===== src/rtl/updown_phase_clock.sv =====
module updown_phase_clock #(
  parameter int LW = 15,
  parameter int DW = 4,
  parameter logic [LW-1:0] RST_LIM = 15'd6527,
  localparam int CW = LW + 2
) (
  input  logic                 clk,
  input  logic                 rst,
  input  logic                 lim_wr,
  input  logic [LW-1:0]        lim_data,
  input  logic [DW-1:0]        ph_div,
  input  logic signed [CW-1:0] cmp_val,
  output logic signed [CW-1:0] tri_cnt,
  output logic                 cnt_up,
  output logic                 maxph_stb,
  output logic                 pwm_stb,
  output logic                 phase_stb,
  output logic                 pwm_out
);

  logic [LW-1:0] lim, shadow;
  logic [DW-1:0] div_cnt;
  logic signed [CW-1:0] ext, nxt_ext, rst_ext;

  assign ext     = $signed({2'b00, lim}) + CW'(1);
  assign nxt_ext = $signed({2'b00, shadow}) + CW'(1);
  assign rst_ext = $signed({2'b00, RST_LIM}) + CW'(1);

  logic at_top, at_bot, turn;
  assign at_top = cnt_up && (tri_cnt == ext);
  assign at_bot = !cnt_up && (tri_cnt == -ext);
  assign turn   = at_top || at_bot;

  assign pwm_out = (cmp_val >= ext)  ? 1'b1 :
                   (cmp_val <= -ext) ? 1'b0 :
                   (tri_cnt < cmp_val);

  always_ff @(posedge clk) begin
    if (rst) begin
      tri_cnt   <= -rst_ext;
      cnt_up    <= 1'b1;
      lim       <= RST_LIM;
      shadow    <= RST_LIM;
      maxph_stb <= 1'b0;
      pwm_stb   <= 1'b0;
    end else begin
      if (lim_wr) shadow <= lim_data;
      maxph_stb <= turn;
      pwm_stb   <= at_bot;
      if (at_top) begin
        cnt_up <= 1'b0;
      end else if (at_bot) begin
        cnt_up  <= 1'b1;
        lim     <= shadow;
        tri_cnt <= -nxt_ext;
      end else if (cnt_up) begin
        tri_cnt <= tri_cnt + CW'(1);
      end else begin
        tri_cnt <= tri_cnt - CW'(1);
      end
    end
  end

  always_ff @(posedge clk) begin
    if (rst) begin
      div_cnt   <= '0;
      phase_stb <= 1'b0;
    end else if (turn) begin
      if (div_cnt >= ph_div) begin
        div_cnt   <= '0;
        phase_stb <= 1'b1;
      end else begin
        div_cnt   <= div_cnt + DW'(1);
        phase_stb <= 1'b0;
      end
    end else begin
      phase_stb <= 1'b0;
    end
  end

endmodule


===== config.mk =====
export PLATFORM = sky130hd
export DESIGN_NAME = updown_phase_clock
export DESIGN_NICKNAME = d
export VERILOG_FILES = /design/src/rtl/updown_phase_clock.sv
export SDC_FILE = /design/constraint.sdc
export NUM_CORES = 1
export LEC_CHECK = 0
export CAP_MARGIN = 10
export CORE_MARGIN = 1
export CORE_UTILIZATION = 53
export DETAILED_ROUTE_END_ITERATION = 6
export GPL_TIMING_DRIVEN = 0
export PLACE_DENSITY = 0.76
export REMOVE_ABC_BUFFERS = 1
export SYNTH_ARGS = -nofsm -noshare
export SYNTH_HDL_FRONTEND = slang
export SYNTH_SLANG_ARGS = --single-unit

===== constraint.sdc =====
create_clock -name clk -period 4 [get_ports clk]
set_clock_uncertainty 0.2 [all_clocks]
set_input_delay 0.8 -clock clk [delete_from_list [all_inputs] [get_ports clk]]
set_output_delay 0.8 -clock clk [all_outputs]
set_load 0.05 [all_outputs]

==> results.cfg, run 1 <==
[grt]
grt_start_max_net_pins = 41
first_global_vias = 5460
grt_util_all_layers_pct = 30.1
grt_overflow = 0
antenna_found_initial = 0
grt_pass1_wl_mm = 26.7

[clocking]
clock_path_buffers = 2
cts_tree = done
root_buffer = clkbuf_8
clock_latency_ns = 0.32
cts_hold_buffers = 0
clock-sinks = 55
ctsHtreeMaxLevel = 2
clk_pin_slew_worst_paths_ns = 0.11
numCtsBuffers = 5

[sta]
slew_viol_final = 0
worst_pin_slew_ns = 1.06
setup_ws_ns = -0.678
post-route-period-util_pct = 117
post-route-min-period_ns = 4.68
timing.fmax_ghz = 0.214
slew_headroom_pct = 29.1
rsz0062_at_grt = true
hold_viol_final = 0
finalSetupViolCount = 2
setup_tns_ns = -0.686

[placement]
placed_area_mm2 = 0.00627
io_buffers = 60
pre_cts_ws_ns = -1.86
hpwlAfterDp_mm = 12.1
gp_congestion = 0.912

[run_status]
violations = negative setup slack
status = finished, violations left

[synth]
avgSynthCellArea_um2 = 8.04
synth_mux_area_share_pct = 4.56
post_synth_and_or_nand_nor_area_fraction_pct = 22.9
synth_top_family_by_area = simple AND/OR/NAND/NOR gates
synth.distinct_cells = 73
synth-compound-area-share_pct = 19.5
ys_ff_latch = 55
yosysWarnings = 0
syn_area_mm2 = 0.00565
synth-edff-count = 0
synth-adder-area-share_pct = 15.6
synthXorXnorAreaFrac_pct = 12.2
synthFlopType = dfxtp_1
yosysSeqAreaShare_pct = 19.5
ys_async_sr_fraction_pct = 0
synthCells = 703

[setup_path]
r2r_start = lim[1]$_SDFFE_PP1P_
crit_type = reg -> out
cp-start-kind = flip-flop
path_cells = ha_4, buf_6, xnor2_2, nand4_1, a221o_1, a211o_4, xor2_1, ha_1, and4_4, a221oi_2, o21ai_1, a31oi_1, o22ai_1, buf_4
critPathMaxStageDelay_ns = 0.44
slowest_stage = a221o_1
crit_path_end_kind = primary output
required_ns = 3.00
crit_path_max_fanout = 6
r2r_slack_ns = -0.01
arrival_ns = 3.68
setup.worst_path.start = lim[1]$_SDFFE_PP1P_

[pwr]
ir_drop_v = 0.000188
powerDensity_mw_per_mm2 = 154
power.total_mw = 1.07
p_leak_nw = 2.93

[worst_hold_path]
holdCritPathClass = reg -> reg
hp-start = shadow[8]$_SDFFE_PP1P_

[detailed_routing]
drcViolationCount = 0
drt_wl_total_mm = 16.9
drtPass1Iterations = 5
vias_per_cell = 6.25
drt-initial-drc-count = 420
via_count = 5722
ant_nets = 0
wl_per_cell_um = 18.5

[cells_and_area]
multiInputGateArea_mm2 = 0.00445
nets = 887
final_area_mm2 = 0.00696
antennaDiodeCount = 0
syn_to_final_growth_pct = 23.2
ff_latch_area_mm2 = 0.00113
n_fill_cell = 849
drive_above_1_share_pct = 14.9

[die]
io_pins = 61
die_area_mm2 = 0.0111
rows = 37
die_h_um = 105
die_x_um = 105
initial_core_util_pct = 54.7
fp.coreArea_mm2 = 0.0103

[flow_run]
drv_cap = 0
## what timing repair did
action / CTS / global route
pin swaps: 20 / 17
buffers inserted: 26 / 15
resized for setup: 51 / 17
gates cloned: 0 / 2
endpoints found under the setup margin: 41 / 30
## power breakdown
part	internal [mW]	switching (mW)	leakage (nW)
clock network	0.126	0.201	0.0408
registers	0.554	0.0144	0.447
logic	0.0875	0.0874	2.44
total	0.768	0.302	2.93
## cell families after synthesis
kind of cell / after synthesis
and+or+nand+nor: 247
AOI/OAI and AO/OA: 162
buffers and inverters: 75
xor gates and xnor gates: 71
adders and majority gates: 70
DFF: 55
muxes: 23
## worst max-delay path, delay by kind of cell (launching register included)
| family | cells | cell delay (ns) |
|---|---|---|
| AO/OA/AOI/OAI | 6 | 1.37 |
| adder cells (fa/ha/maj) | 2 | 0.53 |
| AND/OR/NAND/NOR | 2 | 0.45 |
| flip-flops | 1 | 0.39 |
| buffers and inverters | 2 | 0.31 |
| XOR/XNOR | 2 | 0.30 |
## stage by stage
| stage | hold WS [ns] | instances | util (%) |
|---|---|---|---|
| after floorplan | 0.225 | 665 | - |
| after global placement | 0.245 | 861 | 60.4 |
| after detailed placement | 0.254 | 864 | 60.7 |
| after CTS | 0.262 | 898 | 65.4 |
| after global routing | 0.274 | 915 | 67.4 |
| final | 0.258 | 915 | 67.4 |
## synthesized netlist by cell type, drive strengths merged (20+ instances only)
cell | count | area [um^2]
ha | 69 | 863
inv | 37 | 139
nand4 | 21 | 131
xnor2 | 40 | 350
nand2 | 66 | 248
nand3 | 27 | 140
a21oi | 37 | 185
xor2 | 26 | 228
buf | 20 | 115
dfxtp | 55 | 1100
o21ai | 28 | 140
nor2 | 46 | 173
## flip-flops by register name (all words and copies together), names as in the netlist
| register | cells |
|---|---|
| lim | 15 |
| maxph_stb | 1 |
| cnt_up | 1 |
| tri_cnt | 17 |
| phase_stb | 1 |
| div_cnt | 4 |
| pwm_stb | 1 |
| shadow | 15 |
## layout by cell type (no fill, tap or decap), types with 6 or more instances in the layout
cell type	n
mux2i_1	16
and4_1	6
a211oi_1	6
o21ai_1	6
xor2_1	25
a21oi_1	36
nand2_1	64
dfxtp_4	7
clkdlybuf4s50_1	58
xnor2_1	38
and3_1	6
nor3_1	17
nor2b_1	7
nand3_1	24
o21ai_0	22
o211ai_1	10
a211oi_2	7
a21o_1	19
nor4_1	10
ha_1	68
buf_4	38
a31oi_1	11
inv_1	36
nand4_1	21
dfxtp_1	43
nor2_1	46
## cell type report
type	count	share of cell area [%]
clock inverter	3	0.342
multi-input combinational	574	63.9
tap	136	2.45
inverter	37	2.05
clock buffer	5	0.989
timing repair inverter	1	0.0719
timing repair buffer	104	13.9
sequential	55	16.3
## metal layers
metal	up-vias	track usage, %	share of wire [%]
met1	2681	37.7	43
met2	255	52.7	47
met5	-	0	0
li1	2734	-	-
met3	52	3.03	6.2
met4	0	12.4	4.0
## path summary, 6_finish.rpt
check,to,cells after the start
worst min-delay path,lim[8]$_SDFFE_PP1P_,2
worst max-delay path,pwm_out,14
worst min register to register,lim[8]$_SDFFE_PP1P_,2
worst max register to register,tri_cnt[4]$_SDFFE_PP0N_,15
No activity file was read; power rests on OpenSTA's default activity.
==> run 2: changes to the inputs <==
--- a/config.mk
+++ b/config.mk
@@ -6,6 +6,7 @@
 export NUM_CORES = 1
 export LEC_CHECK = 0
 export CAP_MARGIN = 10
+export CORE_ASPECT_RATIO = 1.1
 export CORE_MARGIN = 1
 export CORE_UTILIZATION = 53
 export DETAILED_ROUTE_END_ITERATION = 6
==> run 2 against run 1 <==
Net effect:
- the flow still finishes with violations (negative setup slack)
- global-route usage fell by 0.16 points
- via count is 2.1% lower
- critical path depth rose by 1
- critical path type unchanged
- largest cell class unchanged
==> results.cfg, run 2 (same netlist as run 1, synthesis figures left out) <==
[run_status]
status = finished, violations left
violations = negative setup slack

[clocking]
root_buffer = clkbuf_16
clock_path_buffers = 2
cts_tree = done
clock-sinks = 55
numCtsBuffers = 5
ctsHtreeMaxLevel = 2
clk_pin_slew_worst_paths_ns = 0.07
clock_latency_ns = 0.30

[detailed_routing]
drt-initial-drc-count = 378
via_count = 5599
drt_wl_total_mm = 16.7
vias_per_cell = 6.13
drtPass1Iterations = 5
wl_per_cell_um = 18.3
drcViolationCount = 0
ant_nets = 0

[grt]
grt_util_all_layers_pct = 30.0
grt_pass1_wl_mm = 25.8
first_global_vias = 5372
grt_overflow = 0
antenna_found_initial = 0
grt_start_max_net_pins = 41

[cells_and_area]
antennaDiodeCount = 0
drive_above_1_share_pct = 14.4
regMostFlops = tri_cnt
nets = 879
largest_reg_flops = 17
final_common_cell = ha_1
syn_to_final_growth_pct = 24.1
top_regs = tri_cnt: 17 flops, lim: 15 flops, shadow: 15 flops
fin_cells = 914
layout_common_cells = ha_1 (68), nand2_1 (64), clkdlybuf4s50_1 (58)

[setup_path]
r2r_start = lim[0]$_SDFFE_PP1P_
crit_path_max_fanout = 6
worstRegToRegCells = 13
worst_r2r_endpoint = tri_cnt[12]$_SDFFE_PP0N_
r2r_slack_ns = 0.14
required_ns = 3.00
crit_path_end_kind = primary output
crit_type = reg -> out
cp-start-kind = flip-flop
arrival_ns = 3.64

[die]
die_h_um = 110
initial_core_util_pct = 54.4
die_x_um = 100
io_pins = 61
rows = 39
die_area_mm2 = 0.0111
fp.coreArea_mm2 = 0.0104

[sta]
setup_ws_ns = -0.639
worst_pin_slew_ns = 1.06
rsz0062_at_grt = true
post-route-period-util_pct = 116
post-route-min-period_ns = 4.64
finalSetupViolCount = 1
hold_viol_final = 0
setup_tns_ns = -0.639
slew_headroom_pct = 28.8
slew_viol_final = 0
timing.fmax_ghz = 0.216

[placement]
dp_cells = 870
hpwlAfterDp_mm = 12.0
io_buffers = 60
gp_congestion = 0.927

[flow_run]
drv_cap = 0

[worst_hold_path]
hp-start = shadow[8]$_SDFFE_PP1P_
holdPathEnd = lim[8]$_SDFFE_PP1P_
holdCritPathClass = reg -> reg
holdPathStages = 2

[pwr]
power.total_mw = 1.31
powerDensity_mw_per_mm2 = 187
ir_drop_v = 0.000281
p_leak_nw = 2.93
run 2: cell count changes in the layout (fill, tap and decap cells not counted), sizes merged:
| cell | before | now |
|---|---|---|
| and4 | 10 | 9 |
| clkbuf | 5 | 6 |
| clkinvlp | 4 | 3 |
| buf | 46 | 38 |
| inv | 37 | 36 |
| bufinv | 0 | 2 |
run 2: worst max path at each step:
stage                              endpoint  depth (start not counted)                 from  slack, ns
floorplan                           pwm_out                         14  lim[0]$_SDFFE_PP1P_      -0.97
global placement    tri_cnt[8]$_SDFFE_PP0N_                         10  lim[0]$_SDFFE_PP1P_      -2.07
detailed placement                  pwm_out                         15  lim[0]$_SDFFE_PP1P_      -1.89
CTS                                 pwm_out                         13  lim[1]$_SDFFE_PP1P_      -0.59
global route                        pwm_out                         13  lim[0]$_SDFFE_PP1P_      -0.76
finish                              pwm_out                         15  lim[0]$_SDFFE_PP1P_      -0.64
run 2: repair_timing:
action	CTS	global route
setup endpoints to repair	41	27
pin swaps	16	22
gates cloned	0	1
buffers inserted	26	8
hold buffers	0	0
resized for setup	47	27
run 2: worst max-delay path, cell delays in order (launching register included):
cell	delay [ns]
dfxtp_4	0.39
ha_4	0.19
nand3_4	0.13
or4_4	0.55
buf_6	0.14
buf_12	0.12
xor2_4	0.16
buf_4	0.18
xnor2_1	0.12
ha_1	0.34
and4_4	0.19
a221oi_4	0.32
o21ai_2	0.08
a31oi_1	0.13
o22ai_1	0.10
buf_4	0.19
run 2: area by class of cell:
| cell class | count | area [um^2] |
|---|---|---|
| Tap cell | 143 | 179 |
| Fill cell | 853 | 3380 |
| Sequential cell | 55 | 1130 |
| Inverter | 37 | 143 |
| Clock inverter | 3 | 67.6 |
| Timing Repair Buffer | 97 | 900 |
| Timing Repair inverter | 1 | 5.00 |
| Clock buffer | 5 | 125 |
| Multi-Input combinational cell | 573 | 4460 |
run 2: per-stage QoR:
step	utilization (%)	worst slack [ns]	hold WS (ns)	area, um^2
2_1_floorplan	-	-0.969	0.225	5470
3_3_place_gp	60.1	-2.07	0.246	6250
3_5_place_dp	60.3	-1.89	0.261	6270
4_1_cts	65.7	-0.594	0.266	6830
5_1_grt	67.5	-0.755	0.284	7010
6_report	67.5	-0.639	0.268	7010
run 2: power breakdown:
group | switching [mW] | leakage, nW | internal [mW]
sequential | 0.0151 | 0.448 | 0.554
combinational | 0.0908 | 2.39 | 0.0896
clock | 0.205 | 0.0900 | 0.359
total | 0.311 | 2.93 | 1.00
run 2: layer usage:
metal,part of all wire (%),vias up,global-route usage [%],routed length [um]
met5,0,-,0,0
met4,2.8,0,12.9,464
met3,5.0,34,3.53,842
met2,51,178,55.1,8480
met1,41,2669,35.1,6940
li1,-,2718,-,-
==> run 3: changes to the inputs <==
--- a/config.mk
+++ b/config.mk
@@ -10,7 +10,6 @@
 export CORE_MARGIN = 1
 export CORE_UTILIZATION = 53
 export DETAILED_ROUTE_END_ITERATION = 6
-export GPL_TIMING_DRIVEN = 0
 export PLACE_DENSITY = 0.76
 export REMOVE_ABC_BUFFERS = 1
 export SYNTH_ARGS = -nofsm -noshare
==> run 3 against run 2 <==
Net effect:
- power is 0.44% higher
- core utilization rose by 4.8 points
- largest cell class unchanged
- die area stayed put
- critical path depth is 2 lower
- first-iteration DRC count is 22% lower
- final cell count rose by 8.3%
- routed wire length grew 9.0%
- non-clock buffer count up 77
- largest power group unchanged
- sequential share of layout area shrank 1.4 points
- sequential power grew 0.7%
- the run still ends with negative setup slack left
==> results.cfg, run 3 (same netlist as run 1, synthesis figures left out) <==
[run_status]
status = finished, violations left
violations = negative setup slack

[clocking]
cts_tree = done
numCtsBuffers = 5
clock-sinks = 55
cts_hold_buffers = 0
clock_latency_ns = 0.30
clock_path_buffers = 2
clk_pin_slew_worst_paths_ns = 0.07
ctsHtreeMaxLevel = 2
root_buffer = clkbuf_16

[detailed_routing]
drtPass1Iterations = 5
vias_per_cell = 5.98
wl_per_cell_um = 18.4
via_count = 5924
ant_nets = 0
drcViolationCount = 0
drt-initial-drc-count = 295
drt_wl_total_mm = 18.2

[sta]
slew_headroom_pct = 26.6
post-route-min-period_ns = 4.54
worst_pin_slew_ns = 1.10
rsz0062_at_grt = true
slew_viol_final = 0
setup_ws_ns = -0.544
timing.fmax_ghz = 0.220
timing.hold.ws_ns = 0.261
hold_viol_final = 0
post-route-period-util_pct = 114
finalSetupViolCount = 1

[setup_path]
cp_num_buf_inv = 2
r2r_start = lim[0]$_SDFFE_PP1P_
slowest_stage = or4_4
critPathMaxStageDelay_ns = 0.44
cp-start-kind = flip-flop
worst_r2r_endpoint = tri_cnt[14]$_SDFFE_PP1N_
crit_family = compound AO/OA/AOI/OAI gates
crit_type = reg -> out
worstRegToRegCells = 15
required_ns = 3.00
arrival_ns = 3.54
crit_path_max_fanout = 6
r2r_slack_ns = 0.10
path_cells = ha_4, buf_6, or4_4, a221o_1, a211o_1, xor2_1, ha_1, and4_4, a221oi_2, o21ai_1, a31oi_1, o22ai_1, buf_4
crit_path_end_kind = primary output

[placement]
pre_cts_ws_ns = -0.329
io_buffers = 60
gp_congestion = 0.948
hpwlAfterDp_mm = 14.1
placed_area_mm2 = 0.00707

[pwr]
ir_drop_v = 0.000288
p_leak_nw = 3.30
powerDensity_mw_per_mm2 = 176
power.total_mw = 1.32

[worst_hold_path]
holdPathEnd = lim[8]$_SDFFE_PP1P_
holdPathStages = 2
hp-start = shadow[8]$_SDFFE_PP1P_
holdCritPathClass = reg -> reg

[cells_and_area]
regMostFlops = tri_cnt
nets = 955
final_area_mm2 = 0.00751
largest_reg_flops = 17
antennaDiodeCount = 0
syn_to_final_growth_pct = 33.0
fin_util_pct = 72.3
n_fill_cell = 847
layout_common_cells = buf_4 (108), ha_1 (68), nand2_1 (65)
top_regs = tri_cnt: 17 flops, lim: 15 flops, shadow: 15 flops
drive_above_1_share_pct = 20.2
final_common_cell = buf_4

[die]
initial_core_util_pct = 54.4
rows = 39
io_pins = 61
fp.coreArea_mm2 = 0.0104
die_h_um = 110
die_area_mm2 = 0.0111
die_x_um = 100

[grt]
grt_start_max_net_pins = 40
first_global_vias = 5642
grt_util_all_layers_pct = 33.0
grt_overflow = 0
antenna_found_initial = 0
grt_pass1_wl_mm = 28.1

[flow_run]
drv_cap = 0
==> run 3: worst max-delay path by stage <==
| stage | cells past startpoint | slack [ns] | end | from |
|---|---|---|---|---|
| after CTS | 15 | -0.50 | pwm_out | lim[1]$_SDFFE_PP1P_ |
| after floorplan | 14 | -0.97 | pwm_out | lim[0]$_SDFFE_PP1P_ |
| after global placement | 15 | -0.29 | pwm_out | lim[0]$_SDFFE_PP1P_ |
| final | 13 | -0.54 | pwm_out | lim[0]$_SDFFE_PP1P_ |
| after detailed placement | 14 | -0.33 | pwm_out | lim[1]$_SDFFE_PP1P_ |
| after global routing | 15 | -0.64 | pwm_out | lim[0]$_SDFFE_PP1P_ |
==> run 3: what timing repair did <==
action,4_1_cts,5_1_grt
cloned,0,1
pin swaps,10,15
setup endpoints to repair,1,11
resized for setup,19,21
setup buffers,2,4
==> run 3: final cells by class <==
type	instances	area, um^2	share of cell area [%]
multi-input combinational	573	4390	58.4
clock inverter	2	60.1	0.799
inverter	37	139	1.85
clock buffer	6	129	1.72
sequential	55	1110	14.8
timing repair buffer	174	1510	20.1
tap	143	179	2.38
==> run 3: tightest hold or removal path: stages (launching register included) <==
cell     delay, ns
dfxtp_1       0.33
nand2_1       0.06
nand2_1       0.04
==> run 3: report_power, final <==
part           total [mW]  switching [mW]  internal (mW)
sequential          0.573          0.0150          0.558
clock               0.559           0.199          0.359
combinational       0.187          0.0916         0.0954
total                1.32           0.306           1.01
==> run 3: metal layers <==
layer	routed length [um]	part of all wire, %	GRT usage [%]
met3	835	4.6	4.41
met4	699	3.8	15.6
met1	7890	43	40.6
met5	0	0	0
met2	8820	48	57.1
==> run 3: through the flow <==
| stage | setup TNS (ns) | instances |
|---|---|---|
| after floorplan | -18.85 | 665 |
| after global placement | -0.285 | 975 |
| after detailed placement | -0.329 | 975 |
| after CTS | -0.495 | 985 |
| after global routing | -0.645 | 990 |
| final | -0.544 | 990 |
